<file path="config.mk">
export PLATFORM = sky130hd
export DESIGN_NAME = relock_supervisor
export DESIGN_NICKNAME = d
export VERILOG_FILES = /design/src/rtl/relock_supervisor.sv
export SDC_FILE = /design/constraint.sdc
export NUM_CORES = 1
export LEC_CHECK = 0
export BUFFER_PORTS_ARGS = -buffer_cell sky130_fd_sc_hd__buf_4
export CORE_MARGIN = 5
export CORE_UTILIZATION = 60
export CTS_CLUSTER_DIAMETER = 150
export DETAILED_ROUTE_END_ITERATION = 8
export GPL_TIMING_DRIVEN = 0
export PLACE_DENSITY = 0.83
export SLEW_MARGIN = 10
export SYNTH_ARGS = -nofsm -noshare
export SYNTH_HDL_FRONTEND = slang
export SYNTH_SLANG_ARGS = --single-unit
</file>
<file path="constraint.sdc">
create_clock -name clk -period 4.7 [get_ports clk]
set_clock_uncertainty 0.2 [all_clocks]
set_input_delay 0.94 -clock clk [delete_from_list [all_inputs] [get_ports clk]]
set_output_delay 0.94 -clock clk [all_outputs]
set_load 0.005 [all_outputs]
</file>
<file path="src/rtl/relock_supervisor.sv">
module relock_supervisor #(
  parameter int N_INST   = 4,
  parameter int N_FLT    = 3,
  parameter int WAIT_CYC = 4096,
  parameter int CNT_W    = 4
) (
  input  logic                      clk,
  input  logic                      rst_n,
  input  logic [N_INST-1:0]         lock_in,
  input  logic [N_INST*N_FLT-1:0]   fault_in,
  output logic [N_INST-1:0]         mgr_rst,
  output logic [N_INST*CNT_W-1:0]   retry_cnt
);
  localparam int IW = (N_INST > 1) ? $clog2(N_INST) : 1;
  localparam int TW = $clog2(WAIT_CYC + 1);
  localparam logic [IW-1:0] LAST_IDX = IW'(N_INST - 1);
  localparam logic [TW-1:0] T_END = TW'(WAIT_CYC - 1);

  typedef enum logic {SCAN, HOLD} st_t;

  logic [N_INST-1:0]       lk1, lk2, need;
  logic [N_INST*N_FLT-1:0] ft1, ft2;
  logic [IW-1:0]           idx, idx_nxt;
  logic [TW-1:0]           timer;
  logic [N_INST-1:0]       rst_q;
  st_t                     st;
  logic                    cur_need, judge, fire;

  always_ff @(posedge clk or negedge rst_n)
    if (!rst_n) begin
      lk1 <= '1; lk2 <= '1; ft1 <= '0; ft2 <= '0;
    end else begin
      lk1 <= lock_in; lk2 <= lk1; ft1 <= fault_in; ft2 <= ft1;
    end

  for (genvar i = 0; i < N_INST; i++) begin : g_need
    assign need[i] = ~lk2[i] | (|ft2[i*N_FLT +: N_FLT]);
  end

  assign cur_need = need[idx];
  assign idx_nxt  = (idx == LAST_IDX) ? '0 : idx + 1'b1;
  assign judge    = (st == HOLD) && (timer == T_END);
  assign fire     = cur_need && ((st == SCAN) || judge);
  assign mgr_rst  = rst_q;

  always_ff @(posedge clk or negedge rst_n)
    if (!rst_n) begin
      st <= SCAN; idx <= '0; timer <= '0; rst_q <= '0;
    end else begin
      rst_q <= fire ? (N_INST'(1) << idx) : '0;
      case (st)
        SCAN:
          if (cur_need) begin
            st <= HOLD; timer <= '0;
          end else idx <= idx_nxt;
        HOLD:
          if (judge) begin
            timer <= '0;
            if (!cur_need) begin
              st <= SCAN; idx <= idx_nxt;
            end
          end else timer <= timer + 1'b1;
        default: st <= SCAN;
      endcase
    end

  for (genvar i = 0; i < N_INST; i++) begin : g_cnt
    logic [CNT_W-1:0] cnt;
    always_ff @(posedge clk or negedge rst_n)
      if (!rst_n) cnt <= '0;
      else if (fire && idx == IW'(i) && cnt != '1) cnt <= cnt + 1'b1;
    assign retry_cnt[i*CNT_W +: CNT_W] = cnt;
  end
endmodule


</file>
# Word level (Yosys, flattened, before mapping)
# Cells that the tools add are included.
totals:
  input_bits: 18
  elab_cells: 68
  ff_bits: 68
op_classes:
  eq_ne: 10
  n_addsub: 6
  magnitude_cmp: 1
  n_bitwise: 9
  mux: 13
  n_reduce_logical: 16
  n_shift: 1
ops:
  columns: ["cell", "n"]
  rows:
  - ["$mux 13", 2]
  - ["$pmux 13 s2", 1]
  - ["$add 4x1->4 const B", 4]
  - ["$ne 4x4->1 const B", 4]
  - ["$add 13x1->13 const B", 1]
  - ["$eq 13x12->1 const B", 1]
  - ["$reduce_or 3->1", 4]
  - ["$logic_and 1x1->1", 10]
  - ["$mux 2", 3]
  - ["$not 1->1", 5]
  - ["$eq 2x2->1 const B", 2]
  - ["$mux 4", 1]
  - ["$or 1x1->1", 4]
  - ["$pmux 2 s2", 1]
  - ["$shl 1x2->4 const A", 1]
  - ["$lt 2x3->1 const B", 1]
  - ["$mux 1", 3]
  - ["$add 2x1->2 const B", 1]
  - ["$bmux 1 s2", 1]
  - ["$eq 2x1->1 const B", 1]
  - ["$logic_not 2->1", 1]
  - ["$ne 2x1->1 const B", 1]
  - ["$ne 2x2->1 const B", 1]
  - ["$pmux 1 s2", 1]
  - ["$logic_or 1x1->1", 1]

# Logic depth before layout (Yosys ltp)
logic_depth:
  ltp_word: 7
  depth_mapped: 7

# Least setup slack after synthesis
# OpenSTA, ideal clock, no wires.
synth_timing:
  path_kind: "register -> register"
  startpoint: "register timer[0]"
  endpoint: "register g_cnt[0].cnt[1]"
  arrival_ns: 1.882
  setup_time_ns: 0.128
  path_stages_with_launch: 7
  required_time_ns: 4.372
  path_slack_ns: 2.491
  path_cell_list: "dfrtp_1 -> ha_1 -> nand3_2 -> o41a_1 -> buf_6 -> nor3_4 -> mux2_1"
synth_via:
  elab_chain_len: 6
synth_lines:
  columns: ["element", "line", "source"]
  rows:
  - ["start, declared", "24", "logic [TW-1:0] timer;"]
  - ["start signal, assigned", "62", "end else timer <= timer + 1'b1;"]
  - ["$eq 13x12->1", "42", "assign judge = (st == HOLD) && (timer == T_END);"]
  - ["$logic_and 1x1->1", "42", null]
  - ["$logic_or 1x1->1", "43", "assign fire = cur_need && ((st == SCAN) || judge);"]
  - ["$logic_and 1x1->1", "43", null]
  - ["$logic_and 1x1->1 (2 in a row)", "71", "else if (fire && idx == IW'(i) && cnt != '1) cnt <= cnt + 1'b1;"]
  - ["end signal, assigned", "71", null]
  - ["end, declared", "68", "logic [CNT_W-1:0] cnt;"]
# Every way passes these cells.
# A chain may end at the register's enable or synchronous reset.

# Worst setup path after layout
layout_timing:
  startpoint: "register timer[0]"
  endpoint: "register g_cnt[1].cnt[1]"
layout_via:
  elab_chain_len: 6
layout_lines:
  columns: ["element", "line"]
  rows:
  - ["$eq 13x12->1", "42"]
  - ["$logic_and 1x1->1", "42"]
  - ["$logic_or 1x1->1", "43"]
  - ["$logic_and 1x1->1", "43"]
  - ["$logic_and 1x1->1 (2 in a row)", "71"]
  - ["end signal, assigned", "71"]
  - ["end, declared", "68"]
# Every way passes these cells.

==> out/results.ini <==
[run_status]
status = completed

[yosys]
synth_nets = 239
ys_warn_count = 0
syn_area_um2 = 2711
synth-seq-cells = 68
synth_cell_types = 37
yosysSeqAreaShare = 0.6313
syn_inst = 212
synth_area_per_cell_um2 = 12.79

[timing]
slew_violations = 0
rsz0062_at_grt = false
max_slew_margin = 0.4600
worst_slew_pin_slew_ns = 0.8101
finalSetupViolCount = 0
final.min_clock_period_ns = 2.418
period_share = 0.5146
finalHoldViolCount = 0
finalSetupTns_ns = 0
fmax_ghz = 0.4135

[place]
hpwl_mm = 3.194
postPlaceCellArea_um2 = 3054
port_buffers = 37
gp_congestion = 0.7808

[routing]
post_drt_wl_per_cell_um = 14.57
highest_layer = met4
num_vias = 1810
wl_met1_mm = 1.977
wl_met3_um = 312
drc = 0
totalWireLength_mm = 4.620
avgViaCountPerCell = 5.710
met2_length_mm = 2.262
drtIter0Drc = 81
drtPass1Iterations = 4
ant_nets = 0

[final_layout]
layout-drive-gt1-share = 0.2906
antennaDiodeCount = 0
design_area_um2 = 3271
final_nets = 287
fillers = 289
synthToLayoutAreaGrowth_pct = 20.63

[flow_run]
max_cap_viol_count = 0

[min_path]
whs_path_depth = 0
min_to = ft2[3]
min_path_type = flip-flop to flip-flop
min_from = ft1[3]

[floorplan]
initial_core_util = 0.6184
fp.coreArea_um2 = 4384
die_x_um = 77.22
ios = 38
dieArea_um2 = 5963
die_y_um = 77.22
std_cell_rows = 24

[global_routing]
grt_max_degree = 69
grt_pass1_wl_mm = 8.342
grt_pass1_vias = 1807
antenna_found_initial = 0
track_usage = 0.1757
globalRouteOverflowTotal = 0

[cts]
cts_tree = done
cts_sinks = 68
clk_latency_ns = 0.34
cts_buffers = 9
cts.clk_slew.worst_paths_ns = 0.08
hold_buffers = 0
post-cts-setup-buffers = 0
cts.repair.resized = 0
htreeDepth = 3
cts-root-buf = clkbuf_8
clockBufferDepth = 2

[critical_path]
r2r_slack_ns = 2.28
path_class = flip-flop to flip-flop
startpoint_type = flip-flop
crit_required_ns = 4.72
r2r_cells = 6
rr_startpoint = timer[0]
cp.arrival_ns = 2.43
worstReg2RegEnd = g_cnt[1].cnt[1]
worst_setup_path_end_kind = flip-flop
cp_max_fo = 10

[power]
power_per_cell_area_nw_per_um2 = 349.6
total_power_mw = 1.143
peakVddDrop_mv = 0.3703
p_leak_nw = 1.497

## cells in the mapped netlist, drive strengths merged
master | count | area share
or3 | 1 | 0.0023
mux2i | 1 | 0.0037
nor3 | 13 | 0.038
a21oi | 1 | 0.0018
a31oi | 1 | 0.0023
buf | 3 | 0.0088
ha | 9 | 0.042
dfstp | 8 | 0.078
nor2 | 12 | 0.017
nand3 | 12 | 0.024
o41a | 1 | 0.0042
o41ai | 3 | 0.012
xor2 | 5 | 0.016
a22o | 1 | 0.0032
o21ai | 14 | 0.026
clkbuf | 1 | 0.0014
and4 | 1 | 0.0032
nand2b | 7 | 0.016
o31ai | 2 | 0.0055
a41oi | 1 | 0.0032
o211ai | 1 | 0.0028
and2 | 6 | 0.014
dfrtp | 60 | 0.55
nor4b | 4 | 0.013
nand2 | 20 | 0.028
nand4 | 8 | 0.023
mux2 | 13 | 0.054
inv | 3 | 0.0042
## critical path, cell delays in order, from the launching register on
cell and delay, ns:
dfrtp_1 0.40, ha_1 0.22, nand3_2 0.19, o41a_1 0.53
buf_6 0.19, nor3_4 0.21, mux2_1 0.35
## metrics by stage
stage | utilization | instances | hold slack [ns] | setup slack (ns)
after floorplan | - | 212 | 0.1312 | 2.491
after global placement | 0.6966 | 301 | 0.1322 | 2.335
after detailed placement | 0.6966 | 301 | 0.1364 | 2.308
after CTS | 0.7460 | 317 | 0.1520 | 2.274
after global routing | 0.7460 | 317 | 0.1586 | 2.150
final | 0.7460 | 317 | 0.1473 | 2.282
## cell families after synthesis
| family | count (synthesis) | synth area share |
|---|---|---|
| mux | 14 | 0.05768 |
| compound gates | 25 | 0.06138 |
| buf+inv | 7 | 0.01430 |
| simple gates | 84 | 0.1777 |
| flops | 68 | 0.6313 |
| xor+xnor | 5 | 0.01615 |
| fa+ha+maj | 9 | 0.04153 |
## worst max-delay path by stage
stage                         from              end  slack, ns  cells after the start
after global placement    timer[0]  g_cnt[0].cnt[1]       2.34                      6
after detailed placement  timer[0]  g_cnt[1].cnt[1]       2.31                      6
after floorplan           timer[0]  g_cnt[0].cnt[1]       2.49                      6
after global routing        lk2[3]         timer[6]       2.15                      6
after CTS                 timer[0]  g_cnt[1].cnt[1]       2.27                      6
final                     timer[0]  g_cnt[1].cnt[1]       2.28                      6
## flip-flops by register name, summed over array words and instances (netlist names)
name,flops
ft1,12
g_cnt.cnt,16
st,1
timer,13
lk2,4
lk1,4
idx,2
mgr_rst,4
ft2,12
## layer usage
| layer | vias to the layer above | GRT usage |
|---|---|---|
| met5 | - | 0 |
| met4 | 0 | 0.08247 |
| met3 | 8 | 0.05152 |
| met2 | 57 | 0.2652 |
| met1 | 897 | 0.2333 |
| li1 | 848 | - |
## area by class of cell
class	instances	area, µm²	share of cell area
Sequential cell	68	1712	0.5233
Multi-Input combinational cell	137	960.9	0.2938
Timing Repair Buffer	37	277.8	0.08493
Clock buffer	10	127.6	0.03902
Clock inverter	6	88.84	0.02716
Tap cell	52	65.06	0.01989
Buffer	4	27.53	0.008416
Inverter	3	11.26	0.003443
## cells in the final DEF (no fill, tap or decap), drive strengths merged, types with 3 or more instances in the layout
cell type  netlist  routed
nor4b            4       4
nor2            12      12
nand2b           7       7
xor2             5       5
and2             6       6
nand2           20      20
buf              3      40
dfstp            8       8
dfrtp           60      60
nand3           12      12
ha               9       9
o21ai           14      14
nand4            8       8
inv              3       3
nor3            13      13
o41ai            3       3
clkbuf           1      11
mux2            13      13
## power breakdown
group          internal, mW  switching [mW]
Combinational        0.0101          0.0139
Clock                 0.298           0.216
Sequential            0.602         0.00337
Total                 0.910           0.233
(Power assumes the default switching activity.)
